### config.mk
export PLATFORM = sky130hd
export DESIGN_NAME = i2c_regport
export DESIGN_NICKNAME = d
export VERILOG_FILES = /design/src/rtl/i2c_regport.sv
export SDC_FILE = /design/constraint.sdc
export NUM_CORES = 1
export LEC_CHECK = 0
export ABC_AREA = 1
export BUFFER_PORTS_ARGS = -buffer_cell sky130_fd_sc_hd__buf_4
export CAP_MARGIN = 25
export CORE_MARGIN = 5
export CORE_UTILIZATION = 54
export DETAILED_ROUTE_END_ITERATION = 16
export GPL_ROUTABILITY_DRIVEN = 0
export HOLD_SLACK_MARGIN = 0.02
export PLACE_DENSITY_LB_ADDON = 0.2
export SLEW_MARGIN = 20
export SYNTH_ARGS = -nofsm -noshare
export SYNTH_HDL_FRONTEND = slang
export SYNTH_SLANG_ARGS = --single-unit
### constraint.sdc
create_clock -name clk -period 2.5 [get_ports clk]
set_clock_uncertainty 0.05 [all_clocks]
set_input_delay 0.25 -clock clk [delete_from_list [all_inputs] [get_ports clk]]
set_output_delay 0.25 -clock clk [all_outputs]
set_load 0.02 [all_outputs]
### src/rtl/i2c_regport.sv
module i2c_regport #(
  parameter logic [6:0] DEV_ADDR = 7'h5A,
  parameter logic [5:0] MEAS_LO  = 6'h22
) (
  input  logic        clk,
  input  logic        rst_n,
  input  logic        scl_i,
  input  logic        sda_i,
  output logic        sda_oe,
  output logic [5:0]  reg_addr,
  output logic        reg_we,
  output logic [7:0]  reg_wdata,
  input  logic [7:0]  reg_rdata,
  input  logic        meas_upd,
  input  logic [15:0] meas_in
);
  localparam logic [5:0] MEAS_HI = MEAS_LO + 6'd1;

  typedef enum logic [3:0] {
    S_IDLE, S_DEV, S_ACKD, S_REG, S_ACKR, S_WR, S_ACKW, S_RD, S_ACKH, S_IGN
  } st_t;
  st_t st;

  logic [1:0] scl_sy, sda_sy;
  logic scl_p, sda_p;
  logic [7:0] sh, tx, shadow;
  logic [3:0] cnt;
  logic rw, noinc, hack, pend_v, pair_busy;
  logic [5:0] ptr;
  logic [15:0] meas_q, pend_q;

  wire scl_s     = scl_sy[1];
  wire sda_s     = sda_sy[1];
  wire scl_rise  = scl_s & ~scl_p;
  wire scl_fall  = ~scl_s & scl_p;
  wire bus_start = scl_s & scl_p & sda_p & ~sda_s;
  wire bus_stop  = scl_s & scl_p & ~sda_p & sda_s;

  wire [5:0] ptr_nxt = noinc ? ptr : ptr + 6'd1;
  wire       is_meas = (ptr == MEAS_LO) || (ptr == MEAS_HI);
  wire [7:0] rd_byte = (ptr == MEAS_LO) ? meas_q[7:0] :
                       (ptr == MEAS_HI) ? (pair_busy ? shadow : meas_q[15:8]) :
                       reg_rdata;
  wire load_rd = scl_fall & (((st == S_ACKD) & rw) | ((st == S_ACKH) & hack));

  assign reg_addr = ptr;

  always_ff @(posedge clk or negedge rst_n) begin
    if (!rst_n) begin
      scl_sy <= 2'b11;
      sda_sy <= 2'b11;
      scl_p  <= 1'b1;
      sda_p  <= 1'b1;
    end else begin
      scl_sy <= {scl_sy[0], scl_i};
      sda_sy <= {sda_sy[0], sda_i};
      scl_p  <= scl_s;
      sda_p  <= sda_s;
    end
  end

  always_ff @(posedge clk or negedge rst_n) begin
    if (!rst_n) begin
      st        <= S_IDLE;
      sda_oe    <= 1'b0;
      cnt       <= '0;
      sh        <= '0;
      tx        <= '0;
      rw        <= 1'b0;
      noinc     <= 1'b0;
      hack      <= 1'b0;
      ptr       <= '0;
      reg_we    <= 1'b0;
      reg_wdata <= '0;
    end else begin
      reg_we <= 1'b0;
      if (bus_stop) begin
        st     <= S_IDLE;
        sda_oe <= 1'b0;
      end else if (bus_start) begin
        st     <= S_DEV;
        cnt    <= '0;
        sda_oe <= 1'b0;
      end else if (scl_rise) begin
        if (st == S_DEV || st == S_REG || st == S_WR) begin
          sh  <= {sh[6:0], sda_s};
          cnt <= cnt + 4'd1;
        end
        if (st == S_RD)   cnt  <= cnt + 4'd1;
        if (st == S_ACKH) hack <= ~sda_s;
      end else if (scl_fall) begin
        unique case (st)
          S_DEV: if (cnt == 4'd8) begin
            if (sh[7:1] == DEV_ADDR) begin
              sda_oe <= 1'b1;
              rw     <= sh[0];
              st     <= S_ACKD;
            end else begin
              st <= S_IGN;
            end
          end
          S_ACKD: begin
            cnt <= '0;
            if (rw) begin
              tx     <= rd_byte;
              sda_oe <= ~rd_byte[7];
              ptr    <= ptr_nxt;
              st     <= S_RD;
            end else begin
              sda_oe <= 1'b0;
              st     <= S_REG;
            end
          end
          S_REG: if (cnt == 4'd8) begin
            ptr    <= sh[5:0];
            noinc  <= sh[6];
            sda_oe <= 1'b1;
            st     <= S_ACKR;
          end
          S_ACKR: begin
            sda_oe <= 1'b0;
            cnt    <= '0;
            st     <= S_WR;
          end
          S_WR: if (cnt == 4'd8) begin
            reg_we    <= ~is_meas;
            reg_wdata <= sh;
            sda_oe    <= 1'b1;
            st        <= S_ACKW;
          end
          S_ACKW: begin
            sda_oe <= 1'b0;
            cnt    <= '0;
            ptr    <= ptr_nxt;
            st     <= S_WR;
          end
          S_RD: begin
            if (cnt == 4'd8) begin
              sda_oe <= 1'b0;
              st     <= S_ACKH;
            end else begin
              sda_oe <= ~tx[6];
              tx     <= {tx[6:0], 1'b0};
            end
          end
          S_ACKH: begin
            if (hack) begin
              tx     <= rd_byte;
              sda_oe <= ~rd_byte[7];
              ptr    <= ptr_nxt;
              cnt    <= '0;
              st     <= S_RD;
            end else begin
              st <= S_IGN;
            end
          end
          default: ;
        endcase
      end
    end
  end

  always_ff @(posedge clk or negedge rst_n) begin
    if (!rst_n) begin
      meas_q    <= '0;
      pend_q    <= '0;
      pend_v    <= 1'b0;
      pair_busy <= 1'b0;
      shadow    <= '0;
    end else begin
      if (load_rd && ptr == MEAS_LO) begin
        pair_busy <= 1'b1;
        shadow    <= meas_q[15:8];
      end else if ((load_rd && ptr == MEAS_HI) || bus_stop) begin
        pair_busy <= 1'b0;
      end
      if (meas_upd && !pair_busy) begin
        meas_q <= meas_in;
        pend_v <= 1'b0;
      end else if (meas_upd) begin
        pend_q <= meas_in;
        pend_v <= 1'b1;
      end else if (pend_v && !pair_busy) begin
        meas_q <= pend_q;
        pend_v <= 1'b0;
      end
    end
  end

  assert_ign_quiet_R2: assert property (@(posedge clk) disable iff (!rst_n)
    (st == S_IGN) |-> !sda_oe);

  assert_ptr_frozen_R5: assert property (@(posedge clk) disable iff (!rst_n)
    (st == S_ACKW && scl_fall && noinc) |=> $stable(ptr));

  assert_pair_hold_R8: assert property (@(posedge clk) disable iff (!rst_n)
    pair_busy |=> $stable(meas_q));

  assert_no_meas_we_R9: assert property (@(posedge clk) disable iff (!rst_n)
    reg_we |-> (reg_addr != MEAS_LO && reg_addr != MEAS_HI));

  assert_oe_scl_low_R10: assert property (@(posedge clk) disable iff (!rst_n)
    (scl_s && scl_p) |-> $stable(sda_oe));

endmodule

==> impl_metrics.ini <==
[outcome]
status = completed

[critical_path]
path_cells = inv_1, ha_1, nand2_1, nor2_1, inv_1, nor2_2, nand2_1, mux2_2
required_ns = 2.68
crit_arrival_ns = 2.23
r2r_end = reg_wdata[7]
max_stage_delay_ns = 0.41
r2r_setup_slack_ns = 0.45
end_kind = register
r2r.worst_path.cells = 8
crit_type = register to register
worstSetupStartpointType = register
critical_path.max_fanout = 15
crit_slowest_cell = dfrtp_1
rr_startpoint = cnt[0]

[clock_tree]
insertion_delay_ns = 0.35
numCtsBuffers = 9
htreeDepth = 3
cts_max_path_buffers = 2
cts.reportedPaths.clkPinSlew_ns = 0.09
root_buffer = clkbuf_8
cts.sinks = 90
postCtsSetupRepairBufs = 0
holdBufCountCts = 3
postCtsResizedCells = 0
cts_tree = done

[power_and_ir_drop]
switchingPower_mw = 1.54
seqPwrFrac = 0.429
internal_power_mw = 2.79
p_clk_frac = 0.265
p_per_area_nw_per_um2 = 813
switching_share = 0.355
fin_total_pwr_mw = 4.33
vdd_drop_max_uv = 345
power.leakage_nw = 2.71
p_comb_frac = 0.307

[detailed_routing]
wl_per_cell_um = 13.2
first_pass_iters = 4
via_per_inst = 5.22
postRouteAntennaNets = 0
drc_errors = 0
routed_wl_um = 9950
drtIter0Drc = 191
num_vias = 3933

[cells_and_area]
multi_input_area_um2 = 2000
final_core_util = 0.642
seq_area_um2 = 2260
n_antenna_cell = 0
final_area_um2 = 5330
drive_above_1_share = 0.146
layout.nets = 681
area_growth_pct = 15.0
final_cells = 754
n_fill_cell = 743

[place]
dpl_cell_area_um2 = 5070
dp_cells = 736
dp_hpwl_um = 7350
io_buffers = 44

[logic_synthesis]
synth_cell_types = 33
synth.avg_cell_area_um2 = 7.75
syn_inst = 598
ys_seq_elements = 90
yosysSeqAreaShare = 0.487
ys_warn_count = 0
synthesis.nets = 634
synth.cell_area_um2 = 4640

[timing]
final_max_slew_viol_count = 0
finalCriticalPeriod_ns = 2.05
hold_viol = 0
rsz0062_at_grt = no
fin_crit_sh = 0.821
max_freq_mhz = 487
fin_tns_setup_ns = 0
tightest_slew_ns = 0.551
relSlewSlack = 0.633
setup_viol = 0

[min_path]
worstHoldStart = meas_in[14]
hp-class = input port to register
hold_depth = 3
worst_hold_path.endpoint = meas_q[14]

[die]
rows = 33
die_area_um2 = 10500
pin_count = 45
dieWidth_um = 103
start_util = 0.559
die_h_um = 103
fp.coreArea_um2 = 8300

[global_route]
antenna_found_initial = 0
grt_max_degree = 45
grt_pass1_wl_um = 17300
grt_pass1_vias = 3762
grt_usage = 0.204
gr-total-overflow = 0

[job]
maxCapViolations = 0
[cell usage in the layout (no fill, tap or decap), drive strengths merged, types with 3 or more instances in the layout]
master,n
clkinv,3
o21ai,62
nor3,6
bufinv,3
o22ai,4
ha,7
dfrtp,84
nand2,159
mux2,3
or2,4
o21a,3
nor2,61
clkbuf,10
nand3,39
dfstp,6
a21oi,33
o211ai,19
inv,81
buf,50
dlygate4sd3,3
[cell usage after synthesis (all sizes together)]
cell type  number  area [um^2]
xor2            2         17.5
xnor2           1         8.76
a21oi          33          165
inv            81          304
nor2           61          254
nand3          39          228
o211ai         19          143
ha              7         87.6
dfrtp          84         2100
buf            10         50.1
o21bai          1         7.51
o21ai          62          310
dfstp           6          158
mux2            3         33.8
nand3b          1         7.51
clkbuf          7         26.3
nand2         159          602
or2             4         25.0
clkinv          1         3.75
o22ai           4         25.0
o21a            3         22.5
a31oi           2         12.5
nor3            6         30.0
nand4           2         12.5
[worst max-delay path by stage]
stage                 from           end  cells after the start
floorplan            scl_p   reg_addr[4]                     11
global placement    cnt[0]  reg_wdata[7]                      8
detailed placement  cnt[0]  reg_wdata[7]                      8
CTS                 cnt[0]  reg_wdata[7]                      8
global route        cnt[0]  reg_wdata[7]                      8
finish              cnt[0]  reg_wdata[7]                      8
[cell families (layout without fill, tap and decap cells)]
kind of cell,Yosys count,count (layout),synth area share
compound gates,124,124,0.148
flops,90,90,0.487
buf+inv,99,150,0.0829
mux,3,3,0.00729
xor+xnor,3,3,0.00567
fa+ha+maj,7,7,0.0189
simple gates,272,272,0.250
[sequential cells by signal, summed over array words and instances, names as in the netlist, 6 cells and up]
| signal | flops |
|---|---|
| meas_q | 16 |
| pend_q | 16 |
| reg_wdata | 8 |
| sh | 8 |
| shadow | 8 |
| tx | 7 |
| reg_addr | 6 |
[worst max-delay path: cells and delay by family (launching register included)]
kind	cells	cell delay, ns
flops	1	0.41
buf+inv	2	0.22
mux	1	0.37
simple gates	4	0.75
fa+ha+maj	1	0.14
[power groups by stage]
stage	clock network (mW)	registers, mW	logic (mW)
floorplan	0	1.89	0.895
global placement	0	1.87	1.27
detailed placement	0	1.88	1.30
CTS	1.17	1.86	1.31
global route	1.25	1.89	1.51
finish	1.15	1.86	1.33
[cell type report]
| type | count | area share |
|---|---|---|
| flip-flops and latches | 90 | 0.424 |
| repair buffers | 53 | 0.0760 |
| inverters | 82 | 0.0577 |
| clock inverters | 5 | 0.0195 |
| well taps | 105 | 0.0246 |
| clock buffers | 10 | 0.0239 |
| multi-input cells | 409 | 0.374 |
[layer usage]
layer / GRT usage / share of wire
met1: 0.283 / 0.47
met2: 0.328 / 0.47
met3: 0.0386 / 0.043
met4: 0.0605 / 0.018
met5: 0 / 0
[per-stage QoR]
stage               worst slack (ns)  hold slack, ns
floorplan                      0.773         -0.0956
global placement               0.557           0.219
detailed placement             0.482           0.223
CTS                            0.468          0.0835
global route                   0.236          0.0849
finish                         0.449          0.0929
(Power assumes the default switching activity.)
